### src/rtl/road_link_pkg.sv
package road_link_pkg;
  localparam int NLAYER = 4;
  localparam int NBIN   = 3;

  typedef enum logic [1:0] {
    SL_HIGH   = 2'd0,
    SL_LOWPOS = 2'd1,
    SL_LOWNEG = 2'd2,
    SL_NONE   = 2'd3
  } slope_e;

  typedef enum logic [1:0] {
    ST_IDLE = 2'd0,
    ST_SCAN = 2'd1,
    ST_DONE = 2'd2
  } scan_state_e;

  // pixel used by road (phi, bin) in a layer; bin 0 leans +1 per layer, bin 2 leans -1
  function automatic int road_pixel(int phi, int bin, int layer, int npix);
    return (phi + npix + layer * (1 - bin)) % npix;
  endfunction

  // slope class a road of this bin demands
  function automatic logic [1:0] bin_slope(int bin);
    case (bin)
      0:       return SL_LOWPOS;
      1:       return SL_HIGH;
      default: return SL_LOWNEG;
    endcase
  endfunction

  function automatic logic layer_slope_checked(logic all_layers, int layer);
    return all_layers || (layer >= 2);
  endfunction
endpackage

### src/rtl/road_eval.sv
module road_eval
  import road_link_pkg::*;
#(
  parameter int NPIX = 12,
  parameter int PW   = $clog2(NPIX)
) (
  input  logic [NLAYER*NPIX-1:0]   pix,
  input  logic [2*NLAYER*NPIX-1:0] slp,
  input  logic                     all_layers,
  input  logic [PW-1:0]            phi,
  input  logic [1:0]               bin,
  output logic                     hit
);
  logic [NLAYER-1:0] layer_ok;

  for (genvar L = 0; L < NLAYER; L++) begin : g_layer
    always_comb begin : p_layer
      int q;
      q = road_pixel(int'(phi), int'(bin), L, NPIX);
      layer_ok[L] = pix[L*NPIX + q] &&
                    (!layer_slope_checked(all_layers, L) ||
                     (slp[(L*NPIX + q)*2 +: 2] == bin_slope(int'(bin))));
    end
  end

  assign hit = &layer_ok;
endmodule

### src/rtl/link_scan.sv
module link_scan
  import road_link_pkg::*;
#(
  parameter int NPIX    = 12,
  parameter int MAX_TRK = 288,
  parameter int PW      = $clog2(NPIX),
  parameter int CW      = $clog2(MAX_TRK + 1)
) (
  input  logic          clk,
  input  logic          rst_n,
  input  logic          evt_start,
  input  logic          road_hit,
  input  logic          out_ready,
  output logic          load,
  output logic [PW-1:0] phi,
  output logic [1:0]    bin,
  output logic          busy,
  output logic          out_valid,
  output logic          done,
  output logic          ovf
);
  scan_state_e state;
  logic [CW-1:0] cnt;
  logic cap_full, emit, advance, last_road;

  assign load      = evt_start && (state == ST_IDLE);
  assign cap_full  = (cnt == CW'(MAX_TRK));
  assign emit      = (state == ST_SCAN) && road_hit && !cap_full;
  assign advance   = (state == ST_SCAN) && (!road_hit || (emit && out_ready));
  assign last_road = (phi == PW'(NPIX - 1)) && (bin == 2'(NBIN - 1));
  assign out_valid = emit;
  assign done      = (state == ST_DONE);
  assign busy      = (state != ST_IDLE);

  always_ff @(posedge clk) begin
    if (!rst_n) begin
      state <= ST_IDLE;
      phi   <= '0;
      bin   <= '0;
      cnt   <= '0;
      ovf   <= 1'b0;
    end else begin
      case (state)
        ST_IDLE: if (load) begin
          state <= ST_SCAN;
          phi   <= '0;
          bin   <= '0;
          cnt   <= '0;
          ovf   <= 1'b0;
        end
        ST_SCAN: begin
          if (road_hit && cap_full) begin
            ovf   <= 1'b1;
            state <= ST_DONE;
          end else if (advance) begin
            if (emit) cnt <= cnt + 1'b1;
            if (last_road) state <= ST_DONE;
            else if (bin == 2'(NBIN - 1)) begin
              bin <= '0;
              phi <= phi + 1'b1;
            end else bin <= bin + 1'b1;
          end
        end
        default: state <= ST_IDLE;
      endcase
    end
  end
endmodule

### src/rtl/road_linker.sv
module road_linker
  import road_link_pkg::*;
#(
  parameter int NPIX    = 12,
  parameter int MAX_TRK = 288,
  localparam int PW     = $clog2(NPIX)
) (
  input  logic                     clk,
  input  logic                     rst_n,
  input  logic                     evt_start,
  input  logic                     all_layers,
  input  logic [NLAYER*NPIX-1:0]   pix_in,
  input  logic [2*NLAYER*NPIX-1:0] slope_in,
  output logic                     busy,
  output logic                     trk_valid,
  input  logic                     trk_ready,
  output logic [1:0]               trk_bin,
  output logic [PW-1:0]            trk_phi,
  output logic                     trk_neg,
  output logic                     evt_done,
  output logic                     trk_ovf
);
  logic [NLAYER*NPIX-1:0]   pix_q;
  logic [2*NLAYER*NPIX-1:0] slp_q;
  logic                     all_q;
  logic                     load;
  logic                     scan_hit;
  logic [PW-1:0]            scan_phi;
  logic [1:0]               scan_bin;

  always_ff @(posedge clk) begin
    if (!rst_n) begin
      pix_q <= '0;
      slp_q <= '0;
      all_q <= 1'b0;
    end else if (load) begin
      pix_q <= pix_in;
      slp_q <= slope_in;
      all_q <= all_layers;
    end
  end

  road_eval #(.NPIX(NPIX), .PW(PW)) u_eval (
    .pix(pix_q), .slp(slp_q), .all_layers(all_q),
    .phi(scan_phi), .bin(scan_bin), .hit(scan_hit)
  );

  link_scan #(.NPIX(NPIX), .MAX_TRK(MAX_TRK), .PW(PW)) u_scan (
    .clk(clk), .rst_n(rst_n), .evt_start(evt_start), .road_hit(scan_hit),
    .out_ready(trk_ready), .load(load), .phi(scan_phi), .bin(scan_bin),
    .busy(busy), .out_valid(trk_valid), .done(evt_done), .ovf(trk_ovf)
  );

  assign trk_phi = scan_phi;
  assign trk_bin = scan_bin;
  assign trk_neg = (scan_bin == 2'd2);
endmodule

### config.mk
export PLATFORM = sky130hd
export DESIGN_NAME = road_linker
export DESIGN_NICKNAME = d
export VERILOG_FILES = /design/src/rtl/road_link_pkg.sv /design/src/rtl/road_eval.sv /design/src/rtl/link_scan.sv /design/src/rtl/road_linker.sv
export SDC_FILE = /design/constraint.sdc
export NUM_CORES = 1
export LEC_CHECK = 0
export BUFFER_PORTS_ARGS = -buffer_cell sky130_fd_sc_hd__buf_2
export CAP_MARGIN = 20
export CORE_MARGIN = 1.5
export CORE_UTILIZATION = 61
export CTS_CLUSTER_SIZE = 25
export DETAILED_ROUTE_END_ITERATION = 6
export MAX_ROUTING_LAYER = met4
export PLACE_DENSITY_LB_ADDON = 0.08
export SYNTH_ARGS = -nofsm -noshare
export SYNTH_HDL_FRONTEND = slang
export SYNTH_HIERARCHICAL = 1
export SYNTH_SLANG_ARGS = --single-unit
### constraint.sdc
create_clock -name clk -period 10.5 [get_ports clk]
set_input_delay 0.525 -clock clk [delete_from_list [all_inputs] [get_ports clk]]
set_output_delay 0.525 -clock clk [all_outputs]
set_load 0.02 [all_outputs]
# After elaboration in Yosys (flattened, before gate mapping)

Index checks and enable logic that the tools add are counted.

Bits of input ports: 149
Flip-flop bits (word level): 163

Eq/ne operators: 19
Shift operators: 4
Multiply operators: 1
Reductions and logical operators: 27
Multiplexer cells: 38
Order comparisons: 4
Divide/modulo/power cells: 4
$add $sub $neg: 11

Operators by type and width:

| kind                                                                          | count |
|---|---|
| 96-bit by 32-bit indexed part select with 2-bit output                        | 4 |
| 32-bit by 8-bit less-than comparator with 1-bit output, second input constant | 4 |
| 32-bit by 5-bit remainder unit with 32-bit output, second input constant      | 4 |
| 32-bit adder                                                                  | 3 |
| 9-bit two-way mux                                                             | 4 |
| 5-bit by 32-bit adder with 32-bit output, first input constant                | 1 |
| 6-bit by 32-bit adder with 32-bit output, first input constant                | 1 |
| 7-bit by 32-bit adder with 32-bit output, first input constant                | 1 |
| 3-bit by 32-bit multiplier with 32-bit output, first input constant           | 1 |
| 1-bit binary-select mux with 6-bit select                                     | 4 |
| 4-bit two-way mux                                                             | 5 |
| 2-bit two-way mux                                                             | 9 |
| 9-bit case mux with 2 select lines                                            | 1 |
| 2-bit case mux with 2 select lines                                            | 3 |
| 1-bit logical AND                                                             | 11 |
| 1-bit two-way mux                                                             | 10 |
| 2-bit inequality test, second input constant                                  | 5 |
| 5-bit AND reduction                                                           | 2 |
| 9-bit by 1-bit adder with 9-bit output, second input constant                 | 1 |
| 9-bit == test, second input constant                                          | 1 |
| 2-bit == test                                                                 | 4 |
| 4-bit case mux with 2 select lines                                            | 1 |
| 3-bit by 2-bit inequality test with 1-bit output, second input constant       | 2 |
| 3-bit AND reduction                                                           | 2 |
| 15 further kinds                                                              | 24 |

# Depth between registers and ports, before layout

Depth in word-level cells: 18
Depth in mapped cells: 36
Gate-level depth less buffers: 32

# Cells and area by module

The synthesis kept the hierarchy.

By module, submodules not included:

| module      | cells an instance | instances | area each (µm²) |
|---|---|---|---|
| road_eval   | 805               | 1         | 7988.9 |
| road_linker | 468               | 1         | 5472.7 |
| link_scan   | 128               | 1         | 1082.3 |

# Worst setup path before layout

OpenSTA, ideal clock, no wires.

Path kind: register to output
Start: register u_scan.bin[1]
End: output port trk_valid
Path buffers: 3
Setup slack: 2.292 ns
Arrival: 7.683 ns
Cell stages (with the launch flop): 33
Path through: dfxtp_1 > buf_2 > inv_1 > ha_1 > inv_1 > ha_1 > fa_1 > ha_1 > inv_1 > fa_1 > clkbuf_1 > or4_1 > and2_1 > buf_2 > nor2_1 > o21ai_0 > a21oi_2 > xnor2_4 > inv_2 > ha_1 > and2_1 > a22oi_1 > o2bb2ai_1 > a221oi_2 > mux2i_1 > nand3_1 > o211ai_1 > o41ai_1 > and2_1 > mux2i_1 > nor4_2 > nand3b_1 > nor2_1

Longest elaborated chain between the ends: 12
Elaborated cells between the ends (all ways): 39
Classes of those cells: add/sub (7); mul (1); div (3); eq/ne (5); shift (3); mux (10); reduce/logical (10)

Ends and longest elaborated chain:

| item                                                                                                  | line              | RTL |
|---|---|---|
| start: declaration                                                                                    | link_scan.sv:16   | `output logic [1:0] bin,` |
| start signal: assignment                                                                              | link_scan.sv:61   | `end else bin <= bin + 1'b1;` |
| parallel branches: the longest is 9 deep, another holds 3-bit by 32-bit multiplier with 32-bit output | n/a               |  |
| 4-bit AND reduction *                                                                                 | road_eval.sv:26   | `assign hit = &layer_ok;` |
| net scan_hit                                                                                          | road_linker.sv:27 | `logic scan_hit;` |
| 1-bit logical AND * (2 in a row)                                                                      | link_scan.sv:28   | `assign emit = (state == ST_SCAN) && road_hit && !cap_full;` |
| end: declaration                                                                                      | road_linker.sv:15 | `output logic trk_valid,` |

Mark *: on every way through the listed nets, which the timed path passes. The select of a mux whose other input is x is not followed.

# Worst setup path in the final report

Ends and elaborated chain as after synthesis.

==> impl_metrics.tcl <==
set metrics [dict create \
    worst_path_most_repeated_cell "ha_1" \
    cts_root_buffer "clkbuf_16" \
    met1_length_um 17200 \
    drc_errors 0 \
    drt_iter0_drc 1425 \
    fin_crit_ps 9920 \
    netlist_instances 1401 \
    end_kind "output port" \
    route.met3.wl_um 3290 \
    detailed_place.area_mm2 0.0154 \
    core_area_mm2 0.0234 \
    io_buffers 159 \
    htreeDepth 4 \
    num_io_pins 160 \
    max_freq_ghz 0.101 \
    die_w_um 157 \
    cts_inserted_buffers 17 \
    netlist.area_leader.share_pct 24.0 \
    synth_flop_cell "dfxtp_1" \
    cts_tree "yes" \
    tns_ps 0 \
    rsz0062_at_grt "false" \
    antenna_found_initial 0 \
    wl_met2_um 18600 \
    worst-endpoint-required_ps 9980 \
    slew_headroom_pct 32.2 \
    routedWlPerCell_um 22.2 \
    hold_buffers 0 \
    ys_top_cells_by_count "mux2i_1 (190), dfxtp_1 (163), nor2b_1 (159)" \
    syn_nets 1589 \
    synth.most_common_cell "mux2i_1" \
    slowest_delay_ps 750 \
    hpwl_um 29000 \
    worst_slew_pin_slew_ps 1020 \
    p_per_area_mw_per_mm2 133 \
    start_util_pct 62.1 \
    setup_viol 0 \
    multi_input_area_mm2 0.0107 \
    slew_viol_final 0 \
    arrival_ps 9390 \
    n_fill_cell 1851 \
    nNetsFinal 1684 \
    clockBufferDepth 2 \
    holdWs_ps 334 \
    drtPass1Iterations 7 \
    period_share_pct 94.4 \
    vdd_drop_max_uv 128 \
    grt_pass1_wl_um 64600 \
    ys_warn_count 6 \
    insertion_delay_ps 450 \
    wl_um 40600 \
    worstPathMaxFanout 27 \
    hp-class "in2reg" \
    hold_viol_final 0 \
    ys_ff_latch 163 \
    top_layer "met4" \
    area_delta_synth_final_pct 10.4 \
    drive_above_1_share_pct 28.2 \
    grt_remaining_overflow 0 \
    syn_avg_cell_area_um2 10.4 \
    clk_pin_slew_ps 80 \
    synth_largest_area_cell "mux4_2" \
    ctsResizeCount 0 \
    synth.distinct_cells 99 \
    outcome "complete, no violations" \
    final_area_mm2 0.0161 \
    cap_violations 0 \
    die_y_um 157 \
    dieArea_mm2 0.0248 \
    fin_worst_skew_ps 11.0 \
    routed_via_density 6.75 \
    synth_async_sr_flop_share_pct 0 \
    place_congestion 0.975 \
    critPathKind "reg2out" \
    grt_pass1_vias 11700 \
    cts.sinks 163 \
    antenna_left 0 \
    synth_edf_count 0 \
    vias 12300 \
    ys_seq_area_share_pct 22.4 \
    grtUsageTotal_pct 34.8 \
    seqCellArea_mm2 0.00327 \
    static-leakage-power_uw 0.00612 \
    start_kind "flop" \
    rows 56 \
    grt_max_degree 100 \
    critPathSlowestCell "fa_1" \
    netlist_top_cells_area "mux4_2 (24%), dfxtp_1 (22%), mux2i_1 (13%)" \
    cts_setup_buffers 0 \
    diodes 0 \
    synth_area_mm2 0.0145 \
]
[final timing paths]
kind | start | end | slack [ps] | cells past startpoint
setup reg to reg | u_scan/bin[1] | u_scan/cnt[4] | 870 | 33
setup / recovery | u_scan/bin[1] | trk_valid | 580 | 32
hold reg to reg | u_scan/ovf | u_scan/ovf | 480 | 2
hold / removal | pix_in[43] | pix_q[43] | 330 | 3
[where the power goes]
group          leakage, µW  internal (µW)  switching, µW
Combinational      0.00449            363            370
Clock             0.000291            355            317
Sequential         0.00134            661           69.3
[kinds of logic after synthesis]
group | after synthesis | synth area share [%]
multiplexers | 361 | 38.3
AND/OR/NAND/NOR | 442 | 17.1
AO/OA/AOI/OAI | 226 | 11.6
adder cells (fa/ha/maj) | 39 | 3.56
XOR/XNOR | 33 | 2.43
buffers and inverters | 137 | 4.54
flip-flops | 163 | 22.4
[metal layers]
layer / track usage (%) / up-vias
met5: - / -
met4: 14.2 / 0
met3: 5.56 / 114
met2: 51.9 / 636
met1: 47.5 / 5989
li1: - / 5592
[worst max-delay path: cells and delay by family, from the launching register on]
family | cells | cell delay (ps)
mux | 2 | 230
xor+xnor | 2 | 640
compound gates | 8 | 2090
simple gates | 8 | 2360
fa+ha+maj | 6 | 2280
flops | 1 | 310
buf+inv | 6 | 1020
[layout make-up]
| cell class | instances | share of cell area (%) |
|---|---|---|
| timing repair buffer | 172 | 5.70 |
| clock inverter | 13 | 0.990 |
| sequential | 163 | 20.4 |
| multi-input combinational | 1101 | 66.6 |
| inverter | 41 | 1.01 |
| clock buffer | 19 | 2.83 |
| tap | 319 | 2.49 |
[sequential cells by signal (all words and copies together) (netlist names)]
| register | count |
|---|---|
| all_q | 1 |
| pix_q | 48 |
| slp_q | 96 |
| u_scan/bin | 2 |
| u_scan/cnt | 9 |
| u_scan/ovf | 1 |
| u_scan/phi | 4 |
| u_scan/state | 2 |
[stage by stage]
| step | setup WS (ps) | power (µW) | utilization (%) | cells |
|---|---|---|---|---|
| 2_1_floorplan | 2290 | 1280 | - | 1401 |
| 3_3_place_gp | 1240 | 1440 | 65.8 | 1795 |
| 3_5_place_dp | 1060 | 1460 | 65.8 | 1795 |
| 4_1_cts | 698 | 2130 | 68.4 | 1827 |
| 5_1_grt | 11.7 | 2230 | 68.6 | 1828 |
| 6_report | 584 | 2140 | 68.6 | 1828 |
[layout by cell type (no fill, tap or decap), drive strengths merged, types with 8 or more instances in the layout]
master and instances:
ha 35, nand3 43, a211oi 19, dfxtp 163
or3 9, o21ai 32, buf 172, a21oi 43
nor2b 159, a211o 8, or2 8, xnor2 26
nand2 73, o211ai 15, and2 12, o31ai 10
nor3 20, a221oi 10, a21o 8, nand2b 10
clkbuf 19, mux4 155, mux2 16, mux2i 190
nor2 58, inv 47, a31oi 14
No activity file was read; power rests on OpenSTA's default activity.
